<file path="config.mk">
export PLATFORM = sky130hd
export DESIGN_NAME = ddt_walker
export DESIGN_NICKNAME = d
export VERILOG_FILES = /design/src/rtl/ddw_pkg.sv /design/src/rtl/ddw_index_split.sv /design/src/rtl/ddw_addr_gen.sv /design/src/rtl/ddt_walker.sv
export SDC_FILE = /design/constraint.sdc
export NUM_CORES = 1
export LEC_CHECK = 0
export BUFFER_PORTS_ARGS = -buffer_cell sky130_fd_sc_hd__buf_2
export CORE_ASPECT_RATIO = 0.75
export CORE_UTILIZATION = 45
export CTS_CLUSTER_SIZE = 25
export DETAILED_ROUTE_END_ITERATION = 12
export PLACE_DENSITY = 0.83
export SETUP_SLACK_MARGIN = 0.5
export SYNTH_ARGS = -nofsm -noshare
export SYNTH_HDL_FRONTEND = slang
export SYNTH_SLANG_ARGS = --single-unit
</file>
<file path="constraint.sdc">
create_clock -name clk -period 2.5 [get_ports clk]
set_clock_uncertainty 0.05 [all_clocks]
set_input_delay 0.125 -clock clk [delete_from_list [all_inputs] [get_ports clk]]
set_output_delay 0.125 -clock clk [all_outputs]
set_load 0.01 [all_outputs]
</file>
<file path="src/rtl/ddw_pkg.sv">
package ddw_pkg;
    localparam int DID_W    = 24;
    localparam int DW       = 64;
    localparam int PPN_W    = 44;
    localparam int PG_SH    = 12;
    localparam int PA_W     = PPN_W + PG_SH;
    localparam int PPN_LSB  = 10;
    localparam int NL_W     = 9;
    localparam int LEAF_W_B = 7;
    localparam int LEAF_W_E = 6;
    localparam int ENT_SH   = 3;
    localparam int CTX_SH_B = 5;
    localparam int CTX_SH_E = 6;
    localparam int LVL_W    = 2;

    typedef enum logic [1:0] {
        FLT_NONE    = 2'd0,
        FLT_RANGE   = 2'd1,
        FLT_INVALID = 2'd2,
        FLT_MODE    = 2'd3
    } fault_e;

    typedef enum logic [2:0] {
        ST_IDLE,
        ST_STEP,
        ST_RDREQ,
        ST_RDWAIT,
        ST_RESP
    } state_e;

    typedef struct packed {
        logic [NL_W-1:0]     top;
        logic [NL_W-1:0]     mid;
        logic [LEAF_W_B-1:0] leaf;
    } did_idx_t;

    // number of identifier bits a tree of the given depth can index
    function automatic logic [4:0] span_bits(input logic ext, input logic [LVL_W-1:0] depth);
        logic [4:0] lw;
        lw = ext ? 5'(LEAF_W_E) : 5'(LEAF_W_B);
        case (depth)
            2'd0:    return lw;
            2'd1:    return lw + 5'(NL_W);
            default: return 5'(DID_W);
        endcase
    endfunction
endpackage

</file>
<file path="src/rtl/ddw_index_split.sv">
module ddw_index_split
    import ddw_pkg::*;
(
    input  logic [DID_W-1:0] devid,
    input  logic             ext,
    input  logic [1:0]       mode,
    output did_idx_t         idx,
    output logic [LVL_W-1:0] depth,
    output logic             mode_ok,
    output logic             range_ok
);
    localparam int MID_LO_B = LEAF_W_B;
    localparam int MID_LO_E = LEAF_W_E;
    localparam int TOP_LO_B = LEAF_W_B + NL_W;
    localparam int TOP_LO_E = LEAF_W_E + NL_W;

    logic [4:0] span;

    always_comb begin
        if (ext) begin
            idx.leaf = LEAF_W_B'(devid[LEAF_W_E-1:0]);
            idx.mid  = devid[MID_LO_E +: NL_W];
            idx.top  = NL_W'(devid[DID_W-1:TOP_LO_E]);
        end else begin
            idx.leaf = devid[LEAF_W_B-1:0];
            idx.mid  = devid[MID_LO_B +: NL_W];
            idx.top  = NL_W'(devid[DID_W-1:TOP_LO_B]);
        end
    end

    assign mode_ok  = (mode != 2'd0);
    assign depth    = LVL_W'(mode - 2'd1);
    assign span     = span_bits(ext, depth);
    assign range_ok = ((devid >> span) == '0);
endmodule

</file>
<file path="src/rtl/ddw_addr_gen.sv">
module ddw_addr_gen
    import ddw_pkg::*;
(
    input  logic [PA_W-1:0]  base,
    input  did_idx_t         idx,
    input  logic             ext,
    input  logic [LVL_W-1:0] lvl,
    output logic [PA_W-1:0]  entry_addr,
    output logic [PA_W-1:0]  leaf_addr
);
    logic [NL_W-1:0] sel;

    assign sel        = (lvl == 2'd2) ? idx.top : idx.mid;
    assign entry_addr = base + (PA_W'(sel) << ENT_SH);
    assign leaf_addr  = base + (ext ? (PA_W'(idx.leaf) << CTX_SH_E)
                                    : (PA_W'(idx.leaf) << CTX_SH_B));
endmodule

</file>
<file path="src/rtl/ddt_walker.sv">
module ddt_walker
    import ddw_pkg::*;
(
    input  logic             clk,
    input  logic             rst,
    input  logic             req_valid,
    output logic             req_ready,
    input  logic [DID_W-1:0] req_devid,
    input  logic [PPN_W-1:0] req_root_ppn,
    input  logic [1:0]       req_mode,
    input  logic             req_ext,
    output logic             rsp_valid,
    input  logic             rsp_ready,
    output logic [PA_W-1:0]  rsp_addr,
    output logic [1:0]       rsp_fault,
    output logic             mem_req_valid,
    input  logic             mem_req_ready,
    output logic [PA_W-1:0]  mem_req_addr,
    input  logic             mem_rsp_valid,
    input  logic [DW-1:0]    mem_rsp_data
);
    state_e           state;
    did_idx_t         idx_q;
    logic             ext_q;
    logic [LVL_W-1:0] lvl_q;
    logic [PA_W-1:0]  base_q;
    logic [PA_W-1:0]  addr_q;
    fault_e           fault_q;

    did_idx_t         sp_idx;
    logic [LVL_W-1:0] sp_depth;
    logic             sp_mode_ok;
    logic             sp_range_ok;
    logic [PA_W-1:0]  entry_addr;
    logic [PA_W-1:0]  leaf_addr;
    logic [PA_W-1:0]  nxt_page;
    logic             data_unused;

    ddw_index_split split_i (
        .devid    (req_devid),
        .ext      (req_ext),
        .mode     (req_mode),
        .idx      (sp_idx),
        .depth    (sp_depth),
        .mode_ok  (sp_mode_ok),
        .range_ok (sp_range_ok)
    );

    ddw_addr_gen agen_i (
        .base       (base_q),
        .idx        (idx_q),
        .ext        (ext_q),
        .lvl        (lvl_q),
        .entry_addr (entry_addr),
        .leaf_addr  (leaf_addr)
    );

    assign nxt_page    = {mem_rsp_data[PPN_LSB +: PPN_W], {PG_SH{1'b0}}};
    assign data_unused = ^{mem_rsp_data[DW-1:PPN_LSB+PPN_W], mem_rsp_data[PPN_LSB-1:1]};

    assign req_ready     = (state == ST_IDLE);
    assign rsp_valid     = (state == ST_RESP);
    assign rsp_addr      = addr_q;
    assign rsp_fault     = fault_q;
    assign mem_req_valid = (state == ST_RDREQ);
    assign mem_req_addr  = entry_addr;

    always_ff @(posedge clk) begin
        if (rst) begin
            state   <= ST_IDLE;
            idx_q   <= '0;
            ext_q   <= 1'b0;
            lvl_q   <= '0;
            base_q  <= '0;
            addr_q  <= '0;
            fault_q <= FLT_NONE;
        end else begin
            unique case (state)
                ST_IDLE: begin
                    if (req_valid) begin
                        idx_q  <= sp_idx;
                        ext_q  <= req_ext;
                        lvl_q  <= sp_depth;
                        base_q <= {req_root_ppn, {PG_SH{1'b0}}};
                        addr_q <= '0;
                        if (!sp_mode_ok) begin
                            fault_q <= FLT_MODE;
                            state   <= ST_RESP;
                        end else if (!sp_range_ok) begin
                            fault_q <= FLT_RANGE;
                            state   <= ST_RESP;
                        end else begin
                            fault_q <= FLT_NONE;
                            state   <= ST_STEP;
                        end
                    end
                end
                ST_STEP: begin
                    if (lvl_q == '0) begin
                        addr_q <= leaf_addr;
                        state  <= ST_RESP;
                    end else begin
                        state <= ST_RDREQ;
                    end
                end
                ST_RDREQ: begin
                    if (mem_req_ready) state <= ST_RDWAIT;
                end
                ST_RDWAIT: begin
                    if (mem_rsp_valid) begin
                        if (!mem_rsp_data[0]) begin
                            fault_q <= FLT_INVALID;
                            state   <= ST_RESP;
                        end else begin
                            base_q <= nxt_page;
                            lvl_q  <= LVL_W'(lvl_q - 2'd1);
                            state  <= ST_STEP;
                        end
                    end
                end
                ST_RESP: begin
                    if (rsp_ready) state <= ST_IDLE;
                end
                default: state <= ST_IDLE;
            endcase
        end
    end
endmodule

</file>
### Word-level counts from Yosys, hierarchy flattened

Cells that the tools add are included.

| operators by class | value |
|---|---|
| $add $sub $neg | 5 |
| eq/ne operators | 13 |
| shifts and indexed selects | 1 |
| mux-type cells | 31 |
| reductions and logical operators | 12 |

Operators by type and width:

| cell | count |
|---|---|
| 56-bit 2-to-1 mux | 5 |
| 56-bit one-hot mux with 2 select lines | 2 |
| 56-bit by 12-bit adder with 56-bit output | 1 |
| 56-bit by 13-bit adder with 56-bit output | 1 |
| 25-bit 2-to-1 mux | 1 |
| 24-bit logical NOT | 1 |
| 3-bit 2-to-1 mux | 8 |
| 24-bit by 5-bit right shift with 24-bit output | 1 |
| 3-bit one-hot mux with 5 select lines | 1 |
| 2-bit 2-to-1 mux | 7 |
| 13-bit 2-to-1 mux | 1 |
| 4-bit AND reduction | 3 |
| 2-bit inequality test (second input constant) | 5 |
| 5-bit one-hot mux with 2 select lines | 1 |
| 9-bit 2-to-1 mux | 1 |
| 2-bit one-hot mux with 2 select lines | 2 |
| 3-bit by 2-bit equality test with 1-bit output (second input constant) | 2 |
| 2-bit nonzero test | 3 |
| 5-bit by 4-bit adder with 5-bit output (second input constant) | 1 |
| 2-bit logical NOT | 2 |
| 2-bit by 1-bit inequality test with 1-bit output (second input constant) | 2 |
| 2-bit by 1-bit subtractor with 2-bit output (second input constant) | 2 |
| 3-bit by 1-bit equality test with 1-bit output (second input constant) | 1 |
| 3-bit equality test (second input constant) | 1 |
| other kinds (6) | 7 |

| word-level totals | value |
|---|---|
| register bits | 145 |
| bits of input ports | 141 |
| logic and storage cells | 71 |

### Logic depth before layout (Yosys ltp)

| depth | value |
|---|---|
| word-level depth | 9 |
| mapped depth | 10 |
| mapped depth without buffers | 9 |

### Hierarchy

From an unflattened synthesis, not the netlist that was laid out.

| second synthesis, totals | value |
|---|---|
| cells, all modules | 1170 |
| area total of the unflattened synthesis | 9434.0 µm² |

By module, submodules not included:

| module | times used | cells each | area an instance (µm²) | sequential area each (µm²) |
|---|---|---|---|---|
| ddt_walker | 1 | 628 | 5527.8 | 2662.6 |
| ddw_addr_gen | 1 | 449 | 3223.1 | 0.0 |
| ddw_index_split | 1 | 93 | 683.2 | 0.0 |

### Least setup slack after synthesis

No wires, ideal clock.

| timing path | value |
|---|---|
| path kind | register to register |
| from | register ext_q |
| to | register addr_q[32], in the netlist rsp_addr[32] |
| setup time | 71 ps |
| arrival time | 2304 ps |
| data required time | 2379 ps |
| slack | 76 ps |
| stages on the path, launching flop included | 11 |
| cell sequence | dfxtp_1 -> clkbuf_1 -> and2_1 -> ha_1 -> ha_1 -> nand4_1 -> nor4_1 -> nand3_1 -> xnor2_1 -> nand2_1 -> a21oi_1 |

| between the ends | value |
|---|---|
| word-level cells in the longest chain between the ends | 4 |

Ends and longest elaborated chain:

| item | RTL line | text |
|---|---|---|
| from (decl) | ddt_walker.sv:24 | `logic ext_q;` |
| from (signal assigned) | ddt_walker.sv:82 | `ext_q <= req_ext;` |
| 13-bit 2-to-1 mux | ddw_addr_gen.sv:15 | `assign leaf_addr = base + (ext ? (PA_W'(idx.leaf) << CTX_SH_E)` |
| 56-bit by 13-bit adder with 56-bit output | ddw_addr_gen.sv:15 |  |
| 56-bit 2-to-1 mux | ddt_walker.sv:99 | `if (lvl_q == '0) begin` |
| 56-bit one-hot mux with 2 select lines | ddt_walker.sv:78 | `unique case (state)` |
| to (signal assigned) | ddt_walker.sv:100 | `addr_q <= leaf_addr;` |
| to (decl) | ddt_walker.sv:27 | `logic [PA_W-1:0] addr_q;` |

Every way passes these cells. The select of a mux whose other input is x is not followed.
A chain may end at the register's enable or synchronous reset.

### Worst setup path in the final report

| timing path | value |
|---|---|
| from | register base_q[33] |
| to | register addr_q[50], in the netlist rsp_addr[50] |

| between the ends | value |
|---|---|
| word-level cells in the longest chain between the ends | 3 |

Ends and longest elaborated chain:

| item | RTL line | text |
|---|---|---|
| from (decl) | ddt_walker.sv:26 | `logic [PA_W-1:0] base_q;` |
| from (signal assigned) | ddt_walker.sv:84 | `base_q <= {req_root_ppn, {PG_SH{1'b0}}};` |
| from (signal assigned) | ddt_walker.sv:115 | `base_q <= nxt_page;` |
| 56-bit by 13-bit adder with 56-bit output | ddw_addr_gen.sv:15 |  |
| 56-bit 2-to-1 mux | ddt_walker.sv:99 |  |
| 56-bit one-hot mux with 2 select lines | ddt_walker.sv:78 |  |

Every way passes these cells. The select of a mux whose other input is x is not followed.

==> impl_results.md <==
* Relative max-transition margin at 0.5007
* Ys async rst share at 0
* Worst-margin pin slew at 0.7489 ns
* Vias at 8,071
* Die ar. at approximately 15,000 um^2
* Buffers on Ports at 230
* Data required, critical path at 2.73 ns
* Clock Latency Late Sink at roughly 0.42 ns
* Overall Global Routing Usage at 0.3344
* Hold EP: idx_q[14]
* Post-synth cell types at 53
* Number of synthesized register bits at approximately 130
* Utilization after layout at 0.7361
* CTS root buf: clkbuf_16
* Critical Path End Type: flip-flop
* Synthesized area at between 6000 and 7000 um^2
* # clock sinks at 128
* Comb pwr share at 0.194
* Final Cell Area at roughly 11,000 um^2
* Die Wd at 142.2 um
* Hold_ws at 0.04116 ns
* Fraction of the yosys area taken by sequential cells at 0.3863
* Antenna diodes at 0
* Clock Pin Slew Worst Setup and Hold Paths at 0.06 ns
* DR DRC count at 0
* Peak VDD IR at 414.7 uV
* CTS buffer count at 17
* Post-synth EDFFs at 0
* Reg-to-reg startpoint: base_q[33]
* Max Cap Violations at 0
* CP arrival at roughly 2.5 ns
* Leak at ~4.6 nW
* RSZ-0062 raised after global routing: yes
* Share of layout cells above drive strength 1 at 0.3613
* Post-Syn Area per Cell at 7.814 um^2
* Fmax at approximately 450 MHz
* CTS tree: done
* Worst reg2reg setup slack at between 0.2 and 0.3 ns
* P per Cell Area at between 600 and 700 nW/um^2
* DR pass1 iterations at 5
* Post-DP HPWL at about 15,000 um
* Placed cell area at 8324 um^2
* Initial core utilization at 0.4605
* Routability cong. at slightly below 1
* Largest net degree at the start of global routing at 66
* Min-delay src: req_devid[14]
* Final period util at 0.8967
* Core ar. at 14,410 um^2
* Dpl ws at -0.09906 ns
* Final Hold Viols at 0
* Std-Cell Rows at 38
* Psw at between 1.5 and 2 mW
* Seq pwr share at 0.357
* Hold Path Stages at 3
* Reg2reg path depth at 7
* Tmin final at 2.242 ns
* Vias per cell at roughly 5.7
* R2r endpoint: rsp_addr[50]
* Crit Path Category: reg2reg
* CP Launch Type: flip-flop
* Vias in the first global route at 7,739
* Pint at around 4.7 mW
* Maximum fanout along the worst path at 4
* Post-route antenna net violation count at 0
* First-pass GRT wire length at approximately 39,000 um
* # nets final at around 1.4k
* Count of final max-slew check failures at 0
* Initial antenna violation count at 0
* Area grow syn2layout at 59.85%
* Post-Syn Instances at ~850
* Congestion Overflow GR at 0
* Final WS setup at 0.2582 ns
* Ys flop type: dfxtp_1
* Iter 0 DRT Violations at 577
* Clock Tree Buf Depth at 2
* Num ports at 258
* Final setup viols at 0
* Hold Path Class: in2reg
* Switch share at 0.2759
* Routed WL at 26,690 um
* Die height at 107.2 um
* Outcome: finished clean
* Htree depth at 4
* WL/cell at 18.72 um
* Clock power frac at 0.449
* Syn. warnings at 0
-- what timing repair did --
item | in CTS | in global routing
endpoints found under the setup margin | 88 | 78
cloned | 0 | 2
hold buffers | 95 | 0
resized for setup | 34 | 53
buffers inserted | 16 | 14
hold endpoints to repair | 52 | 0
pin swaps | 15 | 26
-- metal layers --
metal,GRT usage,part of all wire,up-vias
li1,-,-,3709
met5,0,0,-
met1,0.4039,0.41,3819
met4,0.1505,0.033,0
met2,0.5508,0.47,452
met3,0.09603,0.090,91
-- how the worst max path moves through the flow --
stage | from | end | slack, ns | cells past startpoint
floorplan | req_mode[1] | state[0] | 0.23 | 10
global placement | req_mode[0] | state[0] | -0.05 | 10
detailed placement | req_mode[0] | state[0] | -0.1 | 12
CTS | base_q[25] | rsp_addr[50] | 0.25 | 7
global route | base_q[22] | rsp_addr[50] | 0.18 | 7
finish | base_q[33] | rsp_addr[50] | 0.26 | 7
-- final cells by class --
cell class / instances / area [um^2]
Multi-Input combinational cell: 644 / 4180
Timing Repair Buffer: 405 / 2803
Fill cell: 996 / 3802
Inverter: 17 / 76.32
Clock inverter: 12 / 229.0
Tap cell: 200 / 250.2
Clock buffer: 20 / 456.7
Sequential cell: 128 / 2609
-- power by group through the flow --
stage / combinational, mW / clock (mW) / sequential, mW
floorplan: 0.536 / 0 / 2.37
global placement: 0.961 / 0 / 2.35
detailed placement: 0.977 / 0 / 2.36
CTS: 1.13 / 2.94 / 2.31
global route: 1.35 / 3.04 / 2.33
finish: 1.26 / 2.91 / 2.32
-- sequential cells by signal (all words and copies together), names as in the netlist --
name	cells
lvl_q	2
rsp_fault	2
base_q	44
idx_q	25
rsp_addr	51
ext_q	1
state	3
-- cells by family after synthesis --
logic type | count (synthesis) | synth area share
AO/OA/AOI/OAI | 171 | 0.1775
XOR/XNOR | 42 | 0.05545
adder cells (fa/ha/maj) | 9 | 0.01698
buffers and inverters | 84 | 0.05337
flip-flops | 128 | 0.3863
multiplexers | 39 | 0.06111
other | 1 | 0.0005653
AND/OR/NAND/NOR | 375 | 0.2488
-- worst max-delay path: stages (launching register included) --
cell and delay (ns):
dfxtp_2 0.37, and4_4 0.24, nand2_1 0.06, or4_4 0.60
or3_4 0.40, nor4_4 0.17, xnor2_1 0.15, o21ai_1 0.08
-- stage by stage --
| step | setup TNS [ns] | instances | power (mW) |
|---|---|---|---|
| 2_1_floorplan | 0 | 856 | 2.903 |
| 3_5_place_dp | -0.2376 | 1267 | 3.334 |
| 3_3_place_gp | -0.05876 | 1267 | 3.312 |
| 4_1_cts | 0 | 1410 | 6.384 |
| 5_1_grt | 0 | 1426 | 6.725 |
| 6_report | 0 | 1426 | 6.496 |
-- Yosys cell counts (2+ instances only) --
master / number / area share
a211oi_1: 24 / 0.027
a21oi_1: 50 / 0.038
a22o_1: 4 / 0.0053
a22oi_1: 3 / 0.0034
a311oi_1: 45 / 0.059
a31oi_1: 7 / 0.0066
and2_1: 4 / 0.0038
and3_1: 8 / 0.0075
and4_1: 4 / 0.0053
buf_1: 4 / 0.0023
buf_4: 8 / 0.0091
clkbuf_1: 53 / 0.030
dfxtp_1: 128 / 0.39
ha_1: 9 / 0.017
inv_1: 16 / 0.0091
mux2_2: 12 / 0.020
mux2i_1: 27 / 0.041
nand2_1: 175 / 0.099
nand2b_1: 3 / 0.0028
nand3_1: 41 / 0.031
nand3b_1: 6 / 0.0068
nand4_1: 8 / 0.0075
nor2_1: 97 / 0.055
nor2b_1: 3 / 0.0028
nor3_1: 13 / 0.0098
nor3b_1: 2 / 0.0023
nor4_1: 3 / 0.0028
o211ai_1: 3 / 0.0034
o21ai_0: 23 / 0.017
o22ai_1: 2 / 0.0019
or4_1: 2 / 0.0023
xnor2_1: 22 / 0.029
xor2_1: 20 / 0.026
-- layout by cell type (no fill, tap or decap), drive strengths merged, types with 2 or more instances in the layout --
| cell | count |
|---|---|
| nand2 | 175 |
| o22ai | 2 |
| nor3b | 2 |
| a31oi | 7 |
| nand2b | 3 |
| xnor2 | 22 |
| o21ai | 23 |
| nor4 | 4 |
| o41ai | 2 |
| a22o | 4 |
| clkinv | 2 |
| clkbuf | 22 |
| o211ai | 3 |
| nor2b | 3 |
| clkinvlp | 3 |
| dlygate4sd3 | 95 |
| nand4 | 8 |
| a311oi | 45 |
| buf | 308 |
| inv | 18 |
| a21oi | 50 |
| and3 | 8 |
| bufinv | 6 |
| nand3 | 41 |
| or4 | 3 |
| ha | 9 |
| xor2 | 20 |
| conb | 8 |
| and4 | 4 |
| mux2 | 12 |
| nand3b | 6 |
| nor2 | 97 |
| dfxtp | 128 |
| mux2i | 27 |
| a221oi | 2 |
| nor3 | 13 |
| a211oi | 24 |
| a22oi | 3 |
| and2 | 4 |
(Power assumes the default switching activity.)
